<file path="config.mk">
export PLATFORM = sky130hd
export DESIGN_NAME = mdio_frame_ctrl
export DESIGN_NICKNAME = d
export VERILOG_FILES = /design/src/rtl/mdio_pkg.sv /design/src/rtl/mdio_clkdiv.sv /design/src/rtl/mdio_frame_seq.sv /design/src/rtl/mdio_frame_ctrl.sv
export SDC_FILE = /design/constraint.sdc
export NUM_CORES = 1
export LEC_CHECK = 0
export BUFFER_PORTS_ARGS = -buffer_cell sky130_fd_sc_hd__buf_2
export CORE_ASPECT_RATIO = 1.25
export CORE_MARGIN = 1.5
export CORE_UTILIZATION = 23
export CTS_CLUSTER_SIZE = 40
export DETAILED_ROUTE_END_ITERATION = 8
export GPL_TIMING_DRIVEN = 0
export SETUP_SLACK_MARGIN = 0.05
export SYNTH_ARGS = -nofsm -noshare
export SYNTH_HDL_FRONTEND = slang
export SYNTH_SLANG_ARGS = --single-unit
</file>
<file path="constraint.sdc">
create_clock -name clk -period 2.3 [get_ports clk]
set_input_delay 0.23 -clock clk [delete_from_list [all_inputs] [get_ports clk]]
set_output_delay 0.23 -clock clk [all_outputs]
set_load 0.05 [all_outputs]
</file>
<file path="src/rtl/mdio_pkg.sv">
package mdio_pkg;
  typedef enum logic [1:0] {
    SEL_CMD  = 2'd0,
    SEL_SPD  = 2'd1,
    SEL_EVT  = 2'd2,
    SEL_NONE = 2'd3
  } reg_sel_e;

  localparam logic [1:0] OPC_READ = 2'b10;
endpackage

</file>
<file path="src/rtl/mdio_clkdiv.sv">
module mdio_clkdiv #(
  parameter int SPD_W = 6
) (
  input  logic             clk,
  input  logic             rst_n,
  input  logic             run,
  input  logic [SPD_W-1:0] half,
  output logic             mgmt_clk,
  output logic             rise,
  output logic             fall
);
  localparam logic [SPD_W-1:0] ONE = SPD_W'(1);

  logic [SPD_W-1:0] cnt_q, cnt_d;
  logic             clk_d;
  logic             tick;

  always_comb begin
    tick  = run && (cnt_q == (half - ONE));
    cnt_d = cnt_q;
    clk_d = mgmt_clk;
    if (!run) begin
      cnt_d = '0;
      clk_d = 1'b0;
    end else if (tick) begin
      cnt_d = '0;
      clk_d = ~mgmt_clk;
    end else begin
      cnt_d = cnt_q + ONE;
    end
    rise = tick && !mgmt_clk;
    fall = tick && mgmt_clk;
  end

  always_ff @(posedge clk or negedge rst_n) begin
    if (!rst_n) begin
      cnt_q    <= '0;
      mgmt_clk <= 1'b0;
    end else begin
      cnt_q    <= cnt_d;
      mgmt_clk <= clk_d;
    end
  end
endmodule

</file>
<file path="src/rtl/mdio_frame_seq.sv">
module mdio_frame_seq import mdio_pkg::*; #(
  parameter int PRE_LEN = 32,
  parameter int CMD_W   = 32,
  parameter int DATA_W  = 16,
  parameter int HDR_W   = 14,
  parameter int CNT_W   = $clog2(PRE_LEN + CMD_W)
) (
  input  logic             clk,
  input  logic             rst_n,
  input  logic             start,
  input  logic             rise,
  input  logic             fall,
  input  logic [CMD_W-1:0] cmd,
  output logic             busy,
  output logic             done,
  output logic             cap_en,
  output logic             mgmt_dout,
  output logic             mgmt_oe
);
  localparam int FRAME_LEN = PRE_LEN + CMD_W;
  localparam int IDX_W     = $clog2(CMD_W);
  localparam logic [CNT_W-1:0] LAST    = CNT_W'(FRAME_LEN - 1);
  localparam logic [CNT_W-1:0] PRE_END = CNT_W'(PRE_LEN);
  localparam logic [CNT_W-1:0] REL_POS = CNT_W'(PRE_LEN + HDR_W);
  localparam logic [CNT_W-1:0] CAP_POS = CNT_W'(FRAME_LEN - DATA_W);

  logic             busy_d;
  logic [CNT_W-1:0] pos_q, pos_d;
  logic             is_read;
  logic [IDX_W-1:0] idx;

  always_comb begin
    is_read = (cmd[CMD_W-3 -: 2] == OPC_READ);
    done    = busy && fall && (pos_q == LAST);
    busy_d  = busy;
    pos_d   = pos_q;
    if (!busy) begin
      if (start) begin
        busy_d = 1'b1;
        pos_d  = '0;
      end
    end else if (fall) begin
      if (pos_q == LAST) busy_d = 1'b0;
      else               pos_d  = pos_q + CNT_W'(1);
    end
    idx       = IDX_W'(CMD_W - 1) - IDX_W'(pos_q - PRE_END);
    cap_en    = busy && rise && is_read && (pos_q >= CAP_POS);
    mgmt_oe   = busy && !(is_read && (pos_q >= REL_POS));
    if (!busy)                mgmt_dout = 1'b0;
    else if (pos_q < PRE_END) mgmt_dout = 1'b1;
    else                      mgmt_dout = cmd[idx];
  end

  always_ff @(posedge clk or negedge rst_n) begin
    if (!rst_n) begin
      busy  <= 1'b0;
      pos_q <= '0;
    end else begin
      busy  <= busy_d;
      pos_q <= pos_d;
    end
  end
endmodule

</file>
<file path="src/rtl/mdio_frame_ctrl.sv">
module mdio_frame_ctrl import mdio_pkg::*; #(
  parameter int SPD_W   = 6,
  parameter int PRE_LEN = 32,
  parameter int CMD_W   = 32,
  parameter int DATA_W  = 16,
  parameter int HDR_W   = 14,
  parameter int EVT_BIT = 23
) (
  input  logic             clk,
  input  logic             rst_n,
  input  logic             reg_we,
  input  logic [1:0]       reg_addr,
  input  logic [CMD_W-1:0] reg_wdata,
  output logic [CMD_W-1:0] reg_rdata,
  output logic             mgmt_clk,
  output logic             mgmt_dout,
  output logic             mgmt_oe,
  input  logic             mgmt_din
);
  logic [1:0]       rst_pipe;
  logic             rst_sync_n;
  logic [CMD_W-1:0] cmd_q, cmd_d;
  logic [SPD_W-1:0] spd_q, spd_d, half_q, half_d;
  logic             ev_q, ev_d;
  logic             busy, done, cap_en, rise, fall;
  logic             wr_cmd, wr_spd, clr_ev, start;
  reg_sel_e         sel;

  always_ff @(posedge clk or negedge rst_n) begin
    if (!rst_n) rst_pipe <= 2'b00;
    else        rst_pipe <= {rst_pipe[0], 1'b1};
  end
  assign rst_sync_n = rst_pipe[1];

  always_comb begin
    sel    = reg_sel_e'(reg_addr);
    wr_cmd = reg_we && (sel == SEL_CMD) && !busy;
    wr_spd = reg_we && (sel == SEL_SPD);
    clr_ev = reg_we && (sel == SEL_EVT) && reg_wdata[EVT_BIT];
    start  = wr_cmd && (spd_q != '0);

    cmd_d = cmd_q;
    if (wr_cmd)      cmd_d = reg_wdata;
    else if (cap_en) cmd_d[DATA_W-1:0] = {cmd_q[DATA_W-2:0], mgmt_din};

    spd_d  = wr_spd ? reg_wdata[SPD_W:1] : spd_q;
    half_d = start ? spd_q : half_q;

    if (done)        ev_d = 1'b1;
    else if (clr_ev) ev_d = 1'b0;
    else             ev_d = ev_q;

    reg_rdata = '0;
    case (sel)
      SEL_CMD: reg_rdata = cmd_q;
      SEL_SPD: reg_rdata[SPD_W:1] = spd_q;
      SEL_EVT: reg_rdata[EVT_BIT] = ev_q;
      default: reg_rdata = '0;
    endcase
  end

  always_ff @(posedge clk or negedge rst_sync_n) begin
    if (!rst_sync_n) begin
      cmd_q  <= '0;
      spd_q  <= '0;
      half_q <= '0;
      ev_q   <= 1'b0;
    end else begin
      cmd_q  <= cmd_d;
      spd_q  <= spd_d;
      half_q <= half_d;
      ev_q   <= ev_d;
    end
  end

  mdio_clkdiv #(.SPD_W(SPD_W)) u_div (
    .clk      (clk),
    .rst_n    (rst_sync_n),
    .run      (busy),
    .half     (half_q),
    .mgmt_clk (mgmt_clk),
    .rise     (rise),
    .fall     (fall)
  );

  mdio_frame_seq #(
    .PRE_LEN (PRE_LEN),
    .CMD_W   (CMD_W),
    .DATA_W  (DATA_W),
    .HDR_W   (HDR_W)
  ) u_seq (
    .clk       (clk),
    .rst_n     (rst_sync_n),
    .start     (start),
    .rise      (rise),
    .fall      (fall),
    .cmd       (cmd_q),
    .busy      (busy),
    .done      (done),
    .cap_en    (cap_en),
    .mgmt_dout (mgmt_dout),
    .mgmt_oe   (mgmt_oe)
  );
endmodule

</file>
# After elaboration in Yosys (flattened, before gate mapping)
# Index checks and enable logic that the tools add are counted.
[word_totals]
regBits = 61
in_bits = 38
elab_cells = 78
[op_classes]
addsub = 5
n_lt_le_gt_ge = 4
eq_ne = 8
muxes = 25
bitwise_logic = 1
n_reduce_logical = 25
[op_table]
columns = ["op", "count"]
rows = [
  ["2-to-1 mux 16 bit", 3],
  ["2-to-1 mux 6 bit", 6],
  ["logical AND 1 bit", 16],
  ["adder 6 x 1 -> 6 bit (second input constant)", 2],
  ["greater-or-equal comparator 6 bit (second input constant)", 2],
  ["2-to-1 mux 1 bit", 12],
  ["case mux 6 bit (2 select lines)", 1],
  ["2-to-1 mux 8 bit", 1],
  ["== test 6 bit", 1],
  ["== test 6 bit (second input constant)", 1],
  ["less-than comparator 5 x 6 -> 1 bit (second input constant)", 1],
  ["less-than comparator 6 bit (second input constant)", 1],
  ["nonzero test 2 bit", 3],
  ["nonzero test 6 bit", 1],
  ["subtractor 6 x 1 -> 6 bit (second input constant)", 1],
  ["binary-select mux 1 bit (select 5 bit)", 1],
  ["subtractor 5 x 1 -> 5 bit (second input constant)", 1],
  ["subtractor 5 bit (first input constant)", 1],
  ["== test 2 bit (second input constant)", 2],
  ["inequality test 2 bit (second input constant)", 2],
  ["zero test 1 bit", 3],
  ["AND reduction 3 bit", 1],
  ["== test 2 x 1 -> 1 bit (second input constant)", 1],
  ["zero test 2 bit", 1],
  ["other kinds (3)", 3],
]

# Depth between registers and ports, before layout
[depth]
ltp_word = 9
mapped_depth = 8
depth_no_buf = 7

# Modules after synthesis
# From an unflattened synthesis, not the netlist that was laid out.
[hier_totals]
hier_cells = 309
hier_area_um2 = 3410.8
[by_module_without_submodules]
columns = ["module", "n_inst", "cells_per_inst", "area_each_um2"]
rows = [
  ["mdio_frame_ctrl", 1, 183, 2165.8],
  ["mdio_frame_seq", 1, 71, 745.7],
  ["mdio_clkdiv", 1, 55, 499.2],
]

# Worst setup path before layout
# Ideal clock, no wire load.
[synth_timing]
kind = "register to output"
startpoint = "register u_seq.pos_q[0]"
endpoint = "output mgmt_dout"
arrival_ps = 2384
required_ps = 2070
setup_slack_ps = -314
stages_incl_launch_ff = 6
n_path_buf = 1
cell_sequence = "dfrtp_1 > clkbuf_1 > mux4_2 > o21ai_0 > o211ai_1 > a21oi_1"
[synth_via]
elab_chain_len = 6
elab_cells_between_ends = 7
cone_classes = "2 x add/sub; 1 x order compare; 4 x mux"
[synth_lines]
columns = ["element", "line", "rtl"]
rows = [
  ["start: declaration", "mdio_frame_seq.sv:28", "logic [CNT_W-1:0] pos_q, pos_d;"],
  ["start signal: assignment", "mdio_frame_seq.sv:60", "pos_q <= pos_d;"],
  ["subtractor 5 x 1 -> 5 bit", "mdio_frame_seq.sv:46", "idx = IDX_W'(CMD_W - 1) - IDX_W'(pos_q - PRE_END);"],
  ["subtractor 5 bit", "mdio_frame_seq.sv:46", ""],
  ["binary-select mux 1 bit (select 5 bit)", "mdio_frame_seq.sv:51", "else mgmt_dout = cmd[idx];"],
  ["2-to-1 mux 1 bit (not written as such)", "mdio_frame_seq.sv:51", ""],
  ["2-to-1 mux 1 bit *", "mdio_frame_seq.sv:50", "else if (pos_q < PRE_END) mgmt_dout = 1'b1;"],
  ["2-to-1 mux 1 bit *", "mdio_frame_seq.sv:49", "if (!busy) mgmt_dout = 1'b0;"],
  ["end: declaration", "mdio_frame_ctrl.sv:16", "output logic mgmt_dout,"],
]
# Every way passes the cells marked *; elsewhere a longest branch is shown, timed or not. The select of a mux whose other input is x is not followed.

# Worst setup path after layout
# Ends and elaborated chain as after synthesis.

==> flow_summary.json <==
{
  "place.detailed.hpwl_mm": 7.73,
  "unrepaired_setup_endpoints_after_global_routing": "true",
  "finalSetupViolCount": 0,
  "timing.critical_path.required_ps": 2070,
  "syn-cell-area_um2": 3460,
  "insertion_delay_to_the_later_sink_of_the_worst_skew_pair_ps": 330,
  "ys_types": 42,
  "cts.path.max_buffers": 2,
  "initial_antenna_violation_count": 0,
  "diodes": 0,
  "layout.cells.most_common": "nand2_1",
  "vias_per_std_cell": 4.89,
  "maximum_number_of_pins_on_one_net_before_global_route_repair": 41,
  "layout_common_cells": "nand2_1, buf_2, dfrtp_1",
  "yosys_warnings": 0,
  "critical-path-slowest-cell": "mux4_2",
  "placed_cell_area_um2": 4070,
  "std_cell_rows": 49,
  "maxClockFrequency_mhz": 440,
  "port_buffers": 71,
  "detail_route.drc_violations": 0,
  "vdd_ir_drop_max_v": 0.000431,
  "endpoint_kind": "output pin",
  "cts_root_buffer": "clkbuf_16",
  "post_route_cells_drive_above_1_share_pct": 26.9,
  "synth_area_leaders": "dfrtp_1, nand2_1, mux2i_1",
  "worst_path_dominant_cell_family": "multiplexers",
  "htree_levels": 3,
  "maxCapViolCount": 0,
  "synthesis.area_per_instance_um2": 8.87,
  "synth_top_area_cell": "dfrtp_1",
  "slew_worst_pin_ps": 559,
  "route.final.wire_length_mm": 10.4,
  "status": "finished clean",
  "core_area_um2": 14500,
  "synth-edff-count": 0,
  "async_flop_share_pct": 100,
  "design.portCount": 73,
  "worst_clock_skew_ps": 7.54,
  "grt_pass1_wl_mm": 17.3,
  "p_per_area_nw_per_um2": 1310,
  "max_fanout_on_critical_path": 10,
  "dieWidth_um": 113,
  "worst-setup-path-type": "reg -> out",
  "layout.cell_area.non_filler_um2": 4550,
  "ratio_of_final_minimum_period_to_clock_period_pct": 98.7,
  "yosysSeqAreaShare_pct": 44.1,
  "grt_use_total_pct": 13.8,
  "grt_pass1_vias": 3321,
  "postSynthNetCount": 431,
  "grt_overflow": 0,
  "tritoncts_clock_tree": "yes",
  "post-synth-top-area-fraction_pct": 44.1,
  "cts_buffers": 9,
  "start_kind": "flip-flop",
  "path_category_of_the_worst_min_delay_check": "in -> reg",
  "finalPower_uw": 5980,
  "timing.final.hold_violations": 0,
  "chipHeight_um": 140,
  "synthCells": 390,
  "gpl.final_weighted_congestion": 0.892,
  "worst-path-buf-inv": 2,
  "initial_utilization_pct": 23.8,
  "die-area_um2": 15800,
  "route.vias.total": 3254,
  "cellLeakagePower_uw": 0.00215,
  "crit_chain": "clkbuf_16 > mux4_2 > o21ai_2 > o211ai_1 > a21oi_4 > buf_8",
  "wl_per_cell_um": 15.7,
  "final_net_count": 523,
  "detail_route.first_pass.iterations": 5,
  "slowest_delay_ps": 550,
  "tritoncts_num_sinks": 61,
  "layout_overhead_on_the_synthesized_area_pct": 31.6,
  "initialDrtViolationCount": 237,
  "maxSlewHeadroom_pct": 62.8,
  "drt.antenna.violating_nets": 0,
  "synth-main-ff-cell": "dfrtp_1",
  "critical_path_arrival_ps": 2040,
  "clk_pin_slew_ps": 50,
  "final.min_clock_period_ps": 2270,
  "ys_seq_elements": 61,
  "finalMaxSlewViolations": 0,
  "final_sum_of_negative_setup_slack_ps": 0
}
==> cells by family (layout without fill, tap and decap cells) <==
kind of cell    Yosys count  count (layout)  synth area share [%]
flops                    61              61                  44.1
fa+ha+maj                 3               3                  1.09
xor+xnor                 10              10                  2.53
buf+inv                  37             134                  4.27
mux                      30              30                  11.4
compound gates           65              65                  11.4
simple gates            183             183                  25.0
other cells               1               1                 0.108
==> cell usage after synthesis, types with 2 or more instances <==
master	instances
o2111ai_1	2
xor2_1	4
mux4_2	7
a31oi_1	15
o21ai_1	3
nor2b_1	3
nor2_1	31
nor4_1	6
xnor2_1	6
o211ai_1	2
and3_1	16
nand3b_1	2
o21ai_0	17
clkbuf_1	21
nand2b_1	4
mux2i_1	17
nor3_1	8
mux2_2	6
and2_1	20
inv_1	11
nand4_1	4
ha_1	3
dfrtp_1	61
nand3_1	6
o221ai_1	4
a21oi_1	16
nand2_1	79
buf_1	2
==> final cells by class <==
| type | count | area, um^2 |
|---|---|---|
| fillers | 1456 | 9980 |
| multi-input cells | 292 | 1840 |
| flip-flops and latches | 61 | 1530 |
| repair buffers | 82 | 463 |
| clock buffers | 12 | 256 |
| well taps | 178 | 223 |
| plain buffers | 24 | 128 |
| clock inverters | 4 | 70.1 |
| inverters | 12 | 45.0 |
==> final timing paths <==
path / start / endpoint / slack [ps] / depth (start not counted)
hold / removal: reg_wdata[19] / cmd_q[19] / 90 / 3
min in group asynchronous: rst_pipe[1] / u_seq.pos_q[5] / 220 / 0
hold reg to reg: rst_pipe[1] / u_seq.pos_q[5] / 220 / 0
setup / recovery: u_seq.pos_q[0] / mgmt_dout / 30 / 6
max in group asynchronous: rst_pipe[1] / u_seq.pos_q[0] / 1490 / 1
setup reg to reg: half_q[0] / u_seq.busy / 170 / 8
==> what timing repair did <==
item,CTS,global route
setup endpoints to repair,22,24
endpoints found under the hold margin,2,0
hold buffers,1,0
buffers inserted,5,4
gates resized for setup,16,13
pin swaps,2,5
==> per-layer routing <==
layer	vias to the layer above	GRT usage (%)	share of wire, %
met5	-	0	0
met4	0	5.86	2.3
met3	20	2.42	6.3
met2	118	22.2	47
met1	1572	18.2	44
li1	1544	-	-
==> worst min-delay path: stages <==
cell,delay (ps)
buf_2,80
nand2_1,40
nand2_1,40
==> state kept, by name, indices dropped and copies added (netlist names) <==
signal,cells
u_seq.pos_q,6
u_div.cnt_q,6
spd_q,6
ev_q,1
u_seq.busy,1
u_div.mgmt_clk,1
half_q,6
cmd_q,32
rst_pipe,2
==> through the flow <==
stage                     util [%]  setup WS, ps  instances  hold WS (ps)
after detailed placement      28.0          -487        640          17.9
final                         31.3          29.0        665          86.2
after CTS                     30.9         -31.3        662          87.8
after floorplan                  -          52.4        390         -65.6
after global placement        27.9          -500        639          16.6
after global routing          31.3         -39.5        665           100
==> report_power, final <==
part | switching, uW | internal [uW] | total (uW)
sequential | 403 | 1480 | 1880
combinational | 1580 | 1050 | 2630
clock | 470 | 1000 | 1470
Note: power is estimated with default switching activity, not from simulation.
